`config.mk`:
```
export PLATFORM = sky130hd
export DESIGN_NAME = uart_rdy_ctl
export DESIGN_NICKNAME = d
export VERILOG_FILES = /design/src/rtl/frc_pkg.sv /design/src/rtl/frc_level_ctr.sv /design/src/rtl/frc_rx_pin.sv /design/src/rtl/frc_tx_pin.sv /design/src/rtl/uart_rdy_ctl.sv
export SDC_FILE = /design/constraint.sdc
export NUM_CORES = 1
export LEC_CHECK = 0
export CAP_MARGIN = 0
export CORE_ASPECT_RATIO = 1.75
export CORE_UTILIZATION = 40
export CTS_CLUSTER_DIAMETER = 50
export DETAILED_ROUTE_END_ITERATION = 10
export PLACE_DENSITY = 0.65
export SYNTH_ARGS = -nofsm -noshare
export SYNTH_HDL_FRONTEND = slang
export SYNTH_SLANG_ARGS = --single-unit
```
`constraint.sdc`:
```
create_clock -name clk -period 2.45 [get_ports clk]
set_clock_uncertainty 0.1 [all_clocks]
set_input_delay 0.49 -clock clk [delete_from_list [all_inputs] [get_ports clk]]
set_output_delay 0.49 -clock clk [all_outputs]
set_load 0.02 [all_outputs]
```
`src/rtl/frc_pkg.sv`:
```
// Package: types and helpers shared by the ready-pin controller.
// Assumes receive thresholds scale with the queue depth.
package frc_pkg;

    typedef enum logic [1:0] {
        MODE_SINGLE = 2'd0,
        MODE_FIFO   = 2'd1,
        MODE_BLOCK  = 2'd2
    } frc_mode_e;

    // Receive trigger threshold in bytes for a select code.
    function automatic int trig_level(input logic [1:0] sel, input int depth);
        case (sel)
            2'd0:    return 1;
            2'd1:    return depth / 4;
            2'd2:    return depth / 2;
            default: return depth - 2;
        endcase
    endfunction

endpackage

```
`src/rtl/frc_level_ctr.sv`:
```
// Level counter for one queue: tracks occupancy from push/pop strobes.
// Assumes: capacity is 1 in single mode and DEPTH otherwise; flush wins
// over strobes; a push to a full queue is accepted only with a valid pop.
module frc_level_ctr #(
    parameter int DEPTH = 16,
    parameter int CW    = $clog2(DEPTH + 1)
) (
    input  logic          clk,
    input  logic          rst_n,
    input  logic          flush,
    input  logic          single,
    input  logic          push,
    input  logic          pop,
    output logic [CW-1:0] count,
    output logic          overrun
);

    logic [CW-1:0] cap;
    logic          pop_ok;
    logic          push_ok;

    // Capacity and acceptance of this cycle's strobes.
    always_comb begin
        cap     = single ? CW'(1) : CW'(DEPTH);
        pop_ok  = pop && (count != '0);
        push_ok = push && ((count < cap) || pop_ok);
    end

    // Level and sticky overrun update.
    always_ff @(posedge clk) begin
        if (!rst_n || flush) begin
            count   <= '0;
            overrun <= 1'b0;
        end else begin
            case ({push_ok, pop_ok})
                2'b10:   count <= count + CW'(1);
                2'b01:   count <= count - CW'(1);
                default: count <= count;
            endcase
            if (push && !push_ok) overrun <= 1'b1;
        end
    end

    AST_CNT_BOUND: assert property (@(posedge clk) disable iff (!rst_n)
        count <= CW'(DEPTH));

    AST_FULL_DROP: assert property (@(posedge clk) disable iff (!rst_n)
        (push && !pop && !flush && count == cap) |=> (count == $past(count)) && overrun);

    AST_EMPTY_POP: assert property (@(posedge clk) disable iff (!rst_n)
        (pop && !push && !flush && count == '0) |=> (count == '0));

    AST_FLUSH_CLR: assert property (@(posedge clk) disable iff (!rst_n)
        flush |=> (count == '0) && !overrun);

endmodule

```
`src/rtl/frc_rx_pin.sv`:
```
// Receive-ready pin: registered, active low, with block-mode hysteresis.
// Assumes count is the registered receive level; the pin reflects it one
// edge later.
module frc_rx_pin
    import frc_pkg::*;
#(
    parameter int DEPTH = 16,
    parameter int CW    = $clog2(DEPTH + 1)
) (
    input  logic          clk,
    input  logic          rst_n,
    input  frc_mode_e     mode,
    input  logic [1:0]    trig_sel,
    input  logic          timeout,
    input  logic [CW-1:0] count,
    output logic          rxrdy_n
);

    logic [CW-1:0] trig;

    // Threshold for the selected code.
    always_comb trig = CW'(trig_level(trig_sel, DEPTH));

    // Pin update: level rule, or set-at-trigger / clear-at-empty in block mode.
    always_ff @(posedge clk) begin
        if (!rst_n) begin
            rxrdy_n <= 1'b1;
        end else if (mode == MODE_BLOCK) begin
            if (count == '0)
                rxrdy_n <= 1'b1;
            else if ((count >= trig) || timeout)
                rxrdy_n <= 1'b0;
        end else begin
            rxrdy_n <= (count == '0);
        end
    end

    AST_RX_EMPTY_HIGH: assert property (@(posedge clk) disable iff (!rst_n)
        (count == '0) |=> rxrdy_n);

    AST_RX_BLK_HOLD: assert property (@(posedge clk) disable iff (!rst_n)
        (mode == MODE_BLOCK && count != '0 && !rxrdy_n) |=> !rxrdy_n);

endmodule

```
`src/rtl/frc_tx_pin.sv`:
```
// Transmit-ready pin (registered, active low) and the two transmit line
// status bits (combinational from the registered level).
// Assumes count is the registered transmit level.
module frc_tx_pin
    import frc_pkg::*;
#(
    parameter int DEPTH = 16,
    parameter int CW    = $clog2(DEPTH + 1)
) (
    input  logic          clk,
    input  logic          rst_n,
    input  frc_mode_e     mode,
    input  logic          busy,
    input  logic [CW-1:0] count,
    output logic          txrdy_n,
    output logic          thr_space,
    output logic          tx_idle
);

    // Status bits from the current level.
    always_comb begin
        thr_space = (mode == MODE_SINGLE) ? (count == '0) : (count < CW'(DEPTH));
        tx_idle   = (count == '0) && !busy;
    end

    // Pin update: free-slot rule in block mode, empty rule otherwise.
    always_ff @(posedge clk) begin
        if (!rst_n)
            txrdy_n <= 1'b0;
        else if (mode == MODE_BLOCK)
            txrdy_n <= (count == CW'(DEPTH));
        else
            txrdy_n <= (count != '0);
    end

    AST_TX_EMPTY_LOW: assert property (@(posedge clk) disable iff (!rst_n)
        (count == '0) |=> !txrdy_n);

    AST_TX_FULL_HIGH: assert property (@(posedge clk) disable iff (!rst_n)
        (mode == MODE_BLOCK && count == CW'(DEPTH)) |=> txrdy_n);

endmodule

```
`src/rtl/uart_rdy_ctl.sv`:
```
// Top: ready-pin controller for one channel's receive and transmit queues.
// Assumes strobes are single-cycle per byte and come from the datapath
// that owns the storage; reset is synchronous and active low.
module uart_rdy_ctl
    import frc_pkg::*;
#(
    parameter int DEPTH = 16
) (
    input  logic       clk,
    input  logic       rst_n,
    input  logic       fifo_en,
    input  logic       block_mode,
    input  logic [1:0] rx_trig_sel,
    input  logic       rx_push,
    input  logic       rx_pop,
    input  logic       rx_timeout,
    input  logic       tx_push,
    input  logic       tx_pop,
    input  logic       tx_busy,
    output logic       rxrdy_n,
    output logic       txrdy_n,
    output logic       thr_space,
    output logic       tx_idle,
    output logic       rx_overrun,
    output logic       tx_overrun
);

    localparam int CW = $clog2(DEPTH + 1);

    frc_mode_e     mode;
    logic          en_q;
    logic          flush;
    logic          single;
    logic [CW-1:0] rx_count;
    logic [CW-1:0] tx_count;

    // Mode decode; block_mode counts only while the queues are enabled.
    always_comb begin
        if (!fifo_en)        mode = MODE_SINGLE;
        else if (block_mode) mode = MODE_BLOCK;
        else                 mode = MODE_FIFO;
        single = !fifo_en;
        flush  = en_q && !fifo_en;
    end

    // Previous enable, to find the disabling edge.
    always_ff @(posedge clk) begin
        if (!rst_n) en_q <= 1'b0;
        else        en_q <= fifo_en;
    end

    frc_level_ctr #(.DEPTH(DEPTH), .CW(CW)) u_rx_lvl (
        .clk(clk), .rst_n(rst_n), .flush(flush), .single(single),
        .push(rx_push), .pop(rx_pop), .count(rx_count), .overrun(rx_overrun)
    );

    frc_level_ctr #(.DEPTH(DEPTH), .CW(CW)) u_tx_lvl (
        .clk(clk), .rst_n(rst_n), .flush(flush), .single(single),
        .push(tx_push), .pop(tx_pop), .count(tx_count), .overrun(tx_overrun)
    );

    frc_rx_pin #(.DEPTH(DEPTH), .CW(CW)) u_rx_pin (
        .clk(clk), .rst_n(rst_n), .mode(mode), .trig_sel(rx_trig_sel),
        .timeout(rx_timeout), .count(rx_count), .rxrdy_n(rxrdy_n)
    );

    frc_tx_pin #(.DEPTH(DEPTH), .CW(CW)) u_tx_pin (
        .clk(clk), .rst_n(rst_n), .mode(mode), .busy(tx_busy),
        .count(tx_count), .txrdy_n(txrdy_n), .thr_space(thr_space),
        .tx_idle(tx_idle)
    );

    AST_SINGLE_CAP: assert property (@(posedge clk) disable iff (!rst_n)
        (!fifo_en && !flush) |-> (rx_count <= CW'(1)) && (tx_count <= CW'(1)));

endmodule

```
==> metrics.txt, run 1 <==
Final Hold Viols 0; Yosys top cell by area dfxtp_1; P_sw 0.000799 W; WP data arrival ~2.4 ns; Hold Crit Class reg2reg; ys async rst share 0%; CP max stage cell or4_4; CTS tree built; total global-route track usage between 10% and 20%; Fin Hold WS between 0.3 and 0.4 ns; CP cell instances or4_4, o21ai_4, inv_2, ha_4, nor2b_4, o21ai_2, nor3b_4, o21ai_1, nor3b_2; Worst EP required 2.49 ns; ANT nets after route 0; Synth Register Bits 15; hold bufs inserted after CTS 0; # clock sinks 15; Post-synth EDFFs 0; Pins Over Slew Limit 0; synthesized cell area 0.00111 mm^2; initial antenna violation count 0; FF-to-FF setup slack between 0.06 and 0.07 ns; Levels on crit path 9; Setup CP Type reg2reg; worst hold path depth 2; status completed; clk root buf clkbuf_8; die extent in y a little over 70 um; startpoint types flip-flop; Std-Cell Rows 25; nets 197; vias in the first global route around 1100; Synth warnings 0; Die W 41.8 um; critical path capture point u_tx_lvl.count[4]; worst path bufs/invs 1; Leakage 0.683 nW; combinational share of power 69.2%; area grow syn2layout 50.7%; switching part of the total around 42%; CP delay by family, top simple AND/OR/NAND/NOR gates; worst-case reg-to-reg path depth 9; worst vdd ir 529 uV; via count 1050; CTS Buf Count 3; Crit. Startpoint u_tx_lvl.count[2]; IO buf count 17; RSZ-0062 raised after global routing true; Synth area leaders dfxtp_1, ha_1, o21ai_4, nor2_1, inv_1; htree depth 1; first-pass GRT wire length 4440 um; sequential power share 20.3%; die area 0.00300 mm^2; Final Setup Violations 0; Cells after Synth 124; Max Cap Viol 0; Internal Power about 0.0011 W; Fin Setup TNS 0 ns; register area share after synthesis 27.0%; Setup WS pre-CTS -0.282 ns; CP Capture Type flip-flop; Setup WS post-layout 0.0685 ns; pwr/cell area 1130 mW/mm^2; CTS clk-pin slew, worst paths 0.07 ns; RR Startpoint u_tx_lvl.count[2]; Synth Flop Type dfxtp_1; aggregate global routing overflow 0; GP Congestion 0.767; syn_area_per_cell 8.96 um^2; Synth top cells by count dfxtp_1, nor2_1, inv_1; r2r endpoint u_tx_lvl.count[4]; Clk pwr share a little over a tenth; Max Fclk 420 MHz; Skew-Pair Late Insertion Delay 0.25 ns; I/O pin count 18; Worst slew margin ~60%; worst-margin pin slew roughly 0.59 ns; DRT Pass-1 Iters 4; largest net degree at the start of global routing 13; clock period minus worst slack 2.38 ns; ANT cells 0; post-DP HPWL ~2100 um; Initial Utilization 41.8%; Post-Route Utilization 63.0%; WL final between 2000 and 3000 um; Final period util 97.2%; share of layout cells above drive strength 1 37.1%; Syn Nets 150; post-synth top area share a little over a quarter; Max clock buf depth 2; Synth cell types 29; Core Area 0.00266 mm^2; vias per std cell 5.33; number of DRC markers in iteration 0 16; Max stage delay on crit path about 0.55 ns; WL/cell ~14 um; post-route DRC violation count 0; worst-path fanout max 3
## routing by layer
layer,wire length [um],vias to the layer above,GRT usage [%]
met4,94,0,9.32
met2,1630,21,35.6
met1,1010,489,20.0
met3,71,10,2.77
met5,0,-,0
li1,-,530,-
## what timing repair did
| item | in CTS | in global routing |
|---|---|---|
| pin swaps | 1 | 19 |
| endpoints found under the setup margin | 4 | 4 |
| gates resized for setup | 6 | 19 |
| setup buffers | 0 | 1 |
## per-stage QoR
stage                     cells  instance area [um^2]  power [W]
after CTS                   196                  1560    0.00178
after global routing        197                  1670    0.00205
after detailed placement    192                  1500    0.00158
final                       197                  1670    0.00189
after global placement      192                  1500    0.00154
after floorplan             124                  1120    0.00113
## flip-flops by register name, summed over array words and instances (netlist names)
signal            cells
u_tx_pin.txrdy_n      1
u_tx_lvl.count        5
u_rx_pin.rxrdy_n      1
u_rx_lvl.count        5
u_rx_lvl.overrun      1
u_tx_lvl.overrun      1
en_q                  1
## power by group through the flow
stage,Combinational [W],Sequential (W),Clock (W)
after floorplan,0.000705,0.000430,0
after global placement,0.00116,0.000378,0
after detailed placement,0.00120,0.000382,0
after CTS,0.00120,0.000379,0.000204
after global routing,0.00144,0.000393,0.000216
final,0.00131,0.000384,0.000200
## cells in the final DEF, fill, tap and decap left out, drive strengths merged, types with 3 or more instances in the layout
cell type | Yosys | final
a211oi | 4 | 4
a21oi | 7 | 7
nor2 | 15 | 15
clkbuf | 1 | 3
mux2i | 4 | 4
nor3b | 4 | 4
nor2b | 7 | 7
inv | 14 | 14
dfxtp | 15 | 15
a31oi | 4 | 4
xnor2 | 6 | 6
clkdlybuf4s50 | 0 | 15
buf | 0 | 26
ha | 12 | 12
nor3 | 4 | 4
o21ai | 14 | 14
## layout make-up
cell class	instances	area, um^2
fillers	218	985
multi-input cells	94	872
repair buffers	43	367
flip-flops and latches	15	303
inverters	14	52.6
clock buffers	3	41.3
well taps	27	33.8
clock inverters	1	5.00
## worst min-delay path, stage by stage, from the launching register on
cell,delay (ns)
dfxtp_1,0.33
a31oi_1,0.04
nor2_1,0.07
## worst min-delay path by stage
stage | startpoint | end | slack (ns)
after global placement | u_tx_lvl.overrun | u_tx_lvl.overrun | 0.35
after floorplan | u_tx_lvl.count[3] | u_tx_lvl.count[3] | 0.43
after detailed placement | u_tx_lvl.overrun | u_tx_lvl.overrun | 0.35
after global routing | u_tx_lvl.overrun | u_tx_lvl.overrun | 0.39
after CTS | u_tx_lvl.overrun | u_tx_lvl.overrun | 0.37
final | u_tx_lvl.overrun | u_tx_lvl.overrun | 0.37
## kinds of logic after synthesis
logic type / synth area share [%]
simple gates: 20.4
compound gates: 22.1
buf+inv: 5.07
flops: 27.0
fa+ha+maj: 17.1
xor+xnor: 4.73
mux: 3.60
Power figures use the tool's default switching activity.
==> run 2, diff against run 1 <==
--- a/config.mk
+++ b/config.mk
@@ -8,9 +8,11 @@
 export CAP_MARGIN = 0
 export CORE_ASPECT_RATIO = 1.75
 export CORE_UTILIZATION = 40
+export CTS_BUF_LIST = sky130_fd_sc_hd__clkbuf_4
 export CTS_CLUSTER_DIAMETER = 50
 export DETAILED_ROUTE_END_ITERATION = 10
-export PLACE_DENSITY = 0.65
+export SLEW_MARGIN = 20
 export SYNTH_ARGS = -nofsm -noshare
 export SYNTH_HDL_FRONTEND = slang
+export SYNTH_HIERARCHICAL = 1
 export SYNTH_SLANG_ARGS = --single-unit
==> metrics.txt, run 2 <==
Yosys top cell by area dfxtp_1; CTS Buf Count 3 (unchanged); WL/cell 13.3 um (-6.5%); Max Fclk 420 MHz (about the same); WL final 2730 um (-2.7%); Max stage delay on crit path 0.55 ns (about the same); Initial Utilization 42.7% (+0.92 points); htree depth 1 (unchanged); Std-Cell Rows 25 (unchanged); CTS clk-pin slew, worst paths 0.11 ns (+0.04 ns); number of DRC markers in iteration 0 18 (+2); pwr/cell area 1080 mW/mm^2 (-4.8%); Setup WS pre-CTS -0.105 ns (+0.177 ns); WP data arrival 1.79 ns (-0.63 ns); status completed; register area share after synthesis 25.8% (-1.2 points); Die W 42.8 um (+2.2%); Synth top cells by count inv_1, dfxtp_1, nor2_1; CP cell instances buf_4, or4_4, nor3_1, clkdlybuf4s15_1; clock period minus worst slack 2.38 ns (+0.000601 ns); Setup WS post-layout 0.0679 ns (-0.000601 ns); syn_area_per_cell 9.01 um^2 (+0.56%); I/O pin count 18 (unchanged); worst hold path startpoint u_tx_lvl/overrun; Final Setup Violations 0 (unchanged); Final period util 97.2% (about the same); nets 205 (+4.1%); most frequent cells in the layout buf_4, inv_1, clkdlybuf4s50_1; GP Congestion 0.860 (+12%); worst vdd ir 582 uV (+10%); DRT Pass-1 Iters 6 (+2); Cells after Synth 129 (+4.0%); post-DP HPWL 2190 um (+3.9%); RR Startpoint u_tx_lvl/count[0]; synthesized cell area 0.00116 mm^2 (+4.6%); post-synth top area share 25.8% (-1.2 points); r2r endpoint u_tx_lvl/count[4]; share of layout cells above drive strength 1 34.8% (-2.2 points); # clock sinks 15 (unchanged); Synth warnings 6 (+6); initial antenna violation count 0 (unchanged); startpoint types flip-flop; top flop regs u_rx_lvl/count (5), u_tx_lvl/count (5); worst path bufs/invs 2 (+1); Fin Hold WS 0.370 ns (+0.00221 ns); aggregate global routing overflow 0 (unchanged); via count 1082 (+3.0%); Setup CP Type reg2out; ANT cells 0 (unchanged); Worst EP required 1.86 ns (-0.63 ns); Synth Flop Type dfxtp_1; most frequent cell after synthesis inv_1; FF-to-FF setup slack 0.08 ns (about the same); Synth area leaders dfxtp_1, ha_1, inv_1, nor2_1, xnor2_1; area grow syn2layout 44.0%; Max Cap Viol 0 (unchanged); CP delay by family, top simple AND/OR/NAND/NOR gates; Pins Over Slew Limit 0 (unchanged); Syn Nets 155 (+3.3%); first-pass GRT wire length 4710 um (+5.9%); Skew-Pair Late Insertion Delay 0.29 ns (+0.04 ns); hold path endpoint u_tx_lvl/overrun; largest net degree at the start of global routing 11 (-2); die extent in y 73.3 um (+2.2%); commonest non-fill, non-tap cell in the layout buf_4; total global-route track usage 19.6% (+0.59 points); post-route DRC violation count 0 (unchanged); Final Hold Viols 0 (unchanged); worst-path fanout max 4 (+1); clk root buf clkbuf_4; Hold Crit Class reg2reg; Leakage 0.710 nW (+3.9%); Max clock buf depth 2 (unchanged); RSZ-0062 raised after global routing true; Synth Register Bits 15 (unchanged); Synth cell types 33 (+14%); worst-margin pin slew 0.437 ns (-0.156 ns); hold bufs inserted after CTS 0 (unchanged); worst hold path depth 2 (unchanged); die area 0.00313 mm^2 (+4.4%); worst-case reg-to-reg path depth 9 (unchanged); CP max stage cell or4_4; ANT nets after route 0 (unchanged); Worst slew margin 70.6% (+11 points); ys async rst share 0% (unchanged); Post-synth EDFFs 0 (unchanged); CP Capture Type output port; CTS tree built; Core Area 0.00272 mm^2 (+2.4%); vias in the first global route 1120 (+3.9%); vias per std cell 5.28 (-0.97%); IO buf count 17 (unchanged)
==> run 2: cell types whose count changed in the layout (fill, tap and decap cells not counted), sizes merged, moves of 2 or more <==
cell / previous run / this run
buf: 26 / 28
a211o: 0 / 2
o211ai: 0 / 3
nor2b: 7 / 5
inv: 14 / 18
a31oi: 4 / 6
nand2b: 1 / 3
or4: 2 / 4
a21oi: 7 / 5
nand3b: 0 / 3
nand3: 0 / 2
o21ai: 14 / 8
nor3: 4 / 2
nor3b: 4 / 2
==> run 2: worst max-delay path by stage <==
| stage | from | end | slack [ns] | cells after the start |
|---|---|---|---|---|
| 2_1_floorplan | u_rx_lvl/count[0] | u_rx_lvl/count[4] | -0.002 | 9 |
| 3_3_place_gp | fifo_en | thr_space | -0.08 | 5 |
| 3_5_place_dp | tx_push | u_tx_lvl/count[4] | -0.11 | 10 |
| 4_1_cts | u_tx_lvl/count[2] | u_tx_lvl/count[4] | 0.001 | 9 |
| 5_1_grt | u_tx_lvl/count[0] | u_tx_lvl/count[3] | -0.02 | 10 |
| 6_report | u_tx_lvl/count[2] | tx_idle | 0.07 | 4 |
==> run 2: kinds of logic (layout without fill, tap and decap cells) <==
group	Yosys count	in the layout	synth area share (%)
XOR/XNOR	6	6	4.52
multiplexers	4	4	3.44
buffers and inverters	18	67	5.81
AND/OR/NAND/NOR	42	42	22.9
adder cells (fa/ha/maj)	14	14	16.4
flip-flops	15	15	25.8
AO/OA/AOI/OAI	30	30	21.1
==> run 2: worst reg2reg max path, delay by kind of cell, from the launching register on <==
family / cells / cell delay [ns]
AOI/OAI and AO/OA: 4 / 0.70
adders and majority gates: 1 / 0.29
DFF: 1 / 0.34
buffers and inverters: 1 / 0.06
and+or+nand+nor: 3 / 0.75
==> run 2: routing by layer <==
layer  routed length, um  global-route usage, %
met4                  25                   8.33
met5                   0                      0
met1                1030                   19.8
met3                  38                   1.72
met2                1640                   38.9
==> run 2: final cells by class <==
class                   instances  area, um^2
fillers                       242        1050
well taps                      27        33.8
inverters                      18        67.6
flip-flops and latches         15         303
multi-input cells              96         861
repair buffers                 45         379
clock inverters                 1        7.51
clock buffers                   3        22.5
==> run 2: through the flow <==
stage,power (W),instance area (um^2),instances,util (%),TNS [ns]
CTS,0.00178,1630,205,60.0,0
global route,0.00196,1670,205,61.5,-0.0352
detailed placement,0.00159,1550,198,57.1,-0.590
floorplan,0.00116,1160,129,-,-0.00242
finish,0.00180,1670,205,61.5,0
global placement,0.00156,1550,198,57.1,-0.420
==> run 2: what timing repair did <==
| item | in CTS | in global routing |
|---|---|---|
| hold endpoints to repair | 0 | 0 |
| resized for setup | 7 | 9 |
| pin swaps | 8 | 7 |
| setup endpoints to repair | 5 | 5 |
| buffers inserted | 3 | 0 |
==> run 2: power breakdown <==
part / switching, W / internal [W] / total, W
sequential: 0.0000564 / 0.000324 / 0.000381
combinational: 0.000611 / 0.000659 / 0.00127
clock: 0.0000888 / 0.0000621 / 0.000151
==> run 3, diff against run 2 <==
--- a/config.mk
+++ b/config.mk
@@ -6,9 +6,8 @@
 export NUM_CORES = 1
 export LEC_CHECK = 0
 export CAP_MARGIN = 0
-export CORE_ASPECT_RATIO = 1.75
+export CORE_MARGIN = 4
 export CORE_UTILIZATION = 40
-export CTS_BUF_LIST = sky130_fd_sc_hd__clkbuf_4
 export CTS_CLUSTER_DIAMETER = 50
 export DETAILED_ROUTE_END_ITERATION = 10
 export SLEW_MARGIN = 20
==> metrics.txt, run 3 (same netlist as run 2, synthesis figures left out) <==
post-route DRC violation count 0 (unchanged); WL final 2580 um (-5.7%); Max Fclk 419 MHz (-0.21%); most frequent cells in the layout buf_4, inv_1, dfxtp_1, clkdlybuf4s50_1, nor2_1; Final Hold Viols 0 (unchanged); I/O pin count 18 (unchanged); Skew-Pair Late Insertion Delay 0.28 ns (about the same); die extent in y 61.9 um (-16%); WL/cell 12.6 um (-5.2%); WP data arrival 2.45 ns (+0.66 ns); worst-case reg-to-reg path depth 9 (unchanged); first-pass GRT wire length 4330 um (-8.1%); worst vdd ir 671 uV (+15%); top flop regs u_rx_lvl/count (5), u_tx_lvl/count (5); Pins Over Slew Limit 0 (unchanged); Finished Layout Cells 204 (-0.49%); hold path endpoint u_rx_lvl/overrun; IO buf count 17 (unchanged); vias in the first global route 1031 (-7.9%); DRT Pass-1 Iters 4 (-2); total global-route track usage 15.1% (-4.5 points); commonest non-fill, non-tap cell in the layout buf_4; share of layout cells above drive strength 1 29.5% (-5.4 points); initial antenna violation count 0 (unchanged); Core Area 0.00276 mm^2 (+1.3%); Final Setup Violations 0 (unchanged); Setup CP Type reg2reg; Post-Route Utilization 58.1% (-3.4 points); pwr/cell area 1060 mW/mm^2 (-1.1%); Setup WS pre-CTS -0.124 ns (-0.0186 ns); ANT nets after route 0 (unchanged); post-DP HPWL 2100 um (-4.0%); aggregate global routing overflow 0 (unchanged); r2r endpoint u_rx_lvl/count[4]; Setup WS post-layout 0.0629 ns (-0.00491 ns); die area 0.00383 mm^2 (+22%); Register Area 300 um^2 (-0.83%); htree depth 1 (unchanged); Fin Setup TNS 0 ns (unchanged); multi-input logic area 828 um^2 (-3.8%); placed cell count 198 (unchanged); Worst EP required 2.51 ns (+0.65 ns); clock period minus worst slack 2.39 ns (+0.00491 ns); FF-to-FF setup slack 0.06 ns (-0.02 ns); worst hold path depth 2 (unchanged); Initial Utilization 42.2% (-0.56 points); RR Startpoint u_rx_lvl/count[0]; worst-path fanout max 3 (-1); # clock sinks 15 (unchanged); CTS clk-pin slew, worst paths 0.09 ns (-0.02 ns); CTS Buf Count 3 (unchanged); Worst slew margin 71.2% (+0.64 points); total power draw 0.00171 W (-5.3%); hold bufs inserted after CTS 0 (unchanged); Hold Crit Class reg2reg; Max clock buf depth 2 (unchanged); CTS tree built; clk root buf clkbuf_4; Fillers 257 (+6.2%); via count 1062 (-1.8%); Final period util 97.4% (+0.20 points); status completed; ANT cells 0 (unchanged); RSZ-0062 raised after global routing true; GP Congestion 0.857 (-0.29%); largest net degree at the start of global routing 9 (-2); worst hold path startpoint u_rx_lvl/overrun; vias per std cell 5.21 (-1.4%); number of DRC markers in iteration 0 22 (+4); Std-Cell Rows 19 (-24%); startpoint types flip-flop; nets 200 (-2.4%); area grow syn2layout 37.9%; worst-margin pin slew 0.428 ns (-0.00949 ns); Max Cap Viol 0 (unchanged); Leakage 0.694 nW (-2.2%); Die W 61.9 um (+45%); CP Capture Type flip-flop
## run 3: cell count changes in the layout (fill, tap and decap cells not counted), sizes merged
cell,before,now
buf,28,23
clkbuf,3,4
clkinvlp,1,0
## run 3: worst max-delay path by stage
stage,to,from,slack (ns),depth (start not counted)
after global placement,thr_space,fifo_en,-0.07,5
final,u_rx_lvl/count[4],u_rx_lvl/count[0],0.06,9
after floorplan,u_rx_lvl/count[4],u_rx_lvl/count[0],-0.002,9
after detailed placement,u_rx_lvl/count[4],rx_push,-0.12,10
after global routing,u_rx_lvl/count[4],u_rx_lvl/count[0],-0.02,9
after CTS,u_rx_lvl/count[4],u_rx_lvl/count[0],0.01,9
## run 3: through the flow
stage	cell area, um^2	hold WS (ns)
floorplan	1160	0.430
global placement	1530	0.353
detailed placement	1530	0.366
CTS	1570	0.395
global route	1600	0.451
finish	1600	0.392
## run 3: critical path, stage by stage (launching register included)
cell and delay (ns):
dfxtp_1 0.32, or4_4 0.56, o211ai_4 0.20, inv_2 0.09
ha_4 0.27, nor2b_2 0.15, o21ai_2 0.07, a211o_1 0.28
a21oi_2 0.15, nor3b_2 0.05
## run 3: where the power goes
part	switching, W	internal [W]	total [W]
combinational	0.000585	0.000605	0.00119
clock	0.0000789	0.0000631	0.000142
sequential	0.0000520	0.000322	0.000374
## run 3: final cells by class
| type | count | area share (%) |
|---|---|---|
| Clock buffer | 4 | 1.64 |
| Inverter | 18 | 4.22 |
| Multi-Input combinational cell | 96 | 51.7 |
| Sequential cell | 15 | 18.7 |
| Tap cell | 31 | 2.42 |
| Timing Repair Buffer | 40 | 21.3 |
## run 3: layer usage
metal / part of all wire, % / vias up / global-route usage (%)
met4: 0.39 / 0 / 3.64
met5: 0 / - / 0
met3: 4.9 / 2 / 4.55
met2: 47 / 17 / 24.8
li1: - / 554 / -
met1: 48 / 489 / 19.4
## run 3: repair_timing
item                                    4_1_cts  5_1_grt
buffers inserted                              2        0
cloned                                        0        0
pin swaps                                     4        2
resized for setup                             4        8
endpoints found under the setup margin        4        4
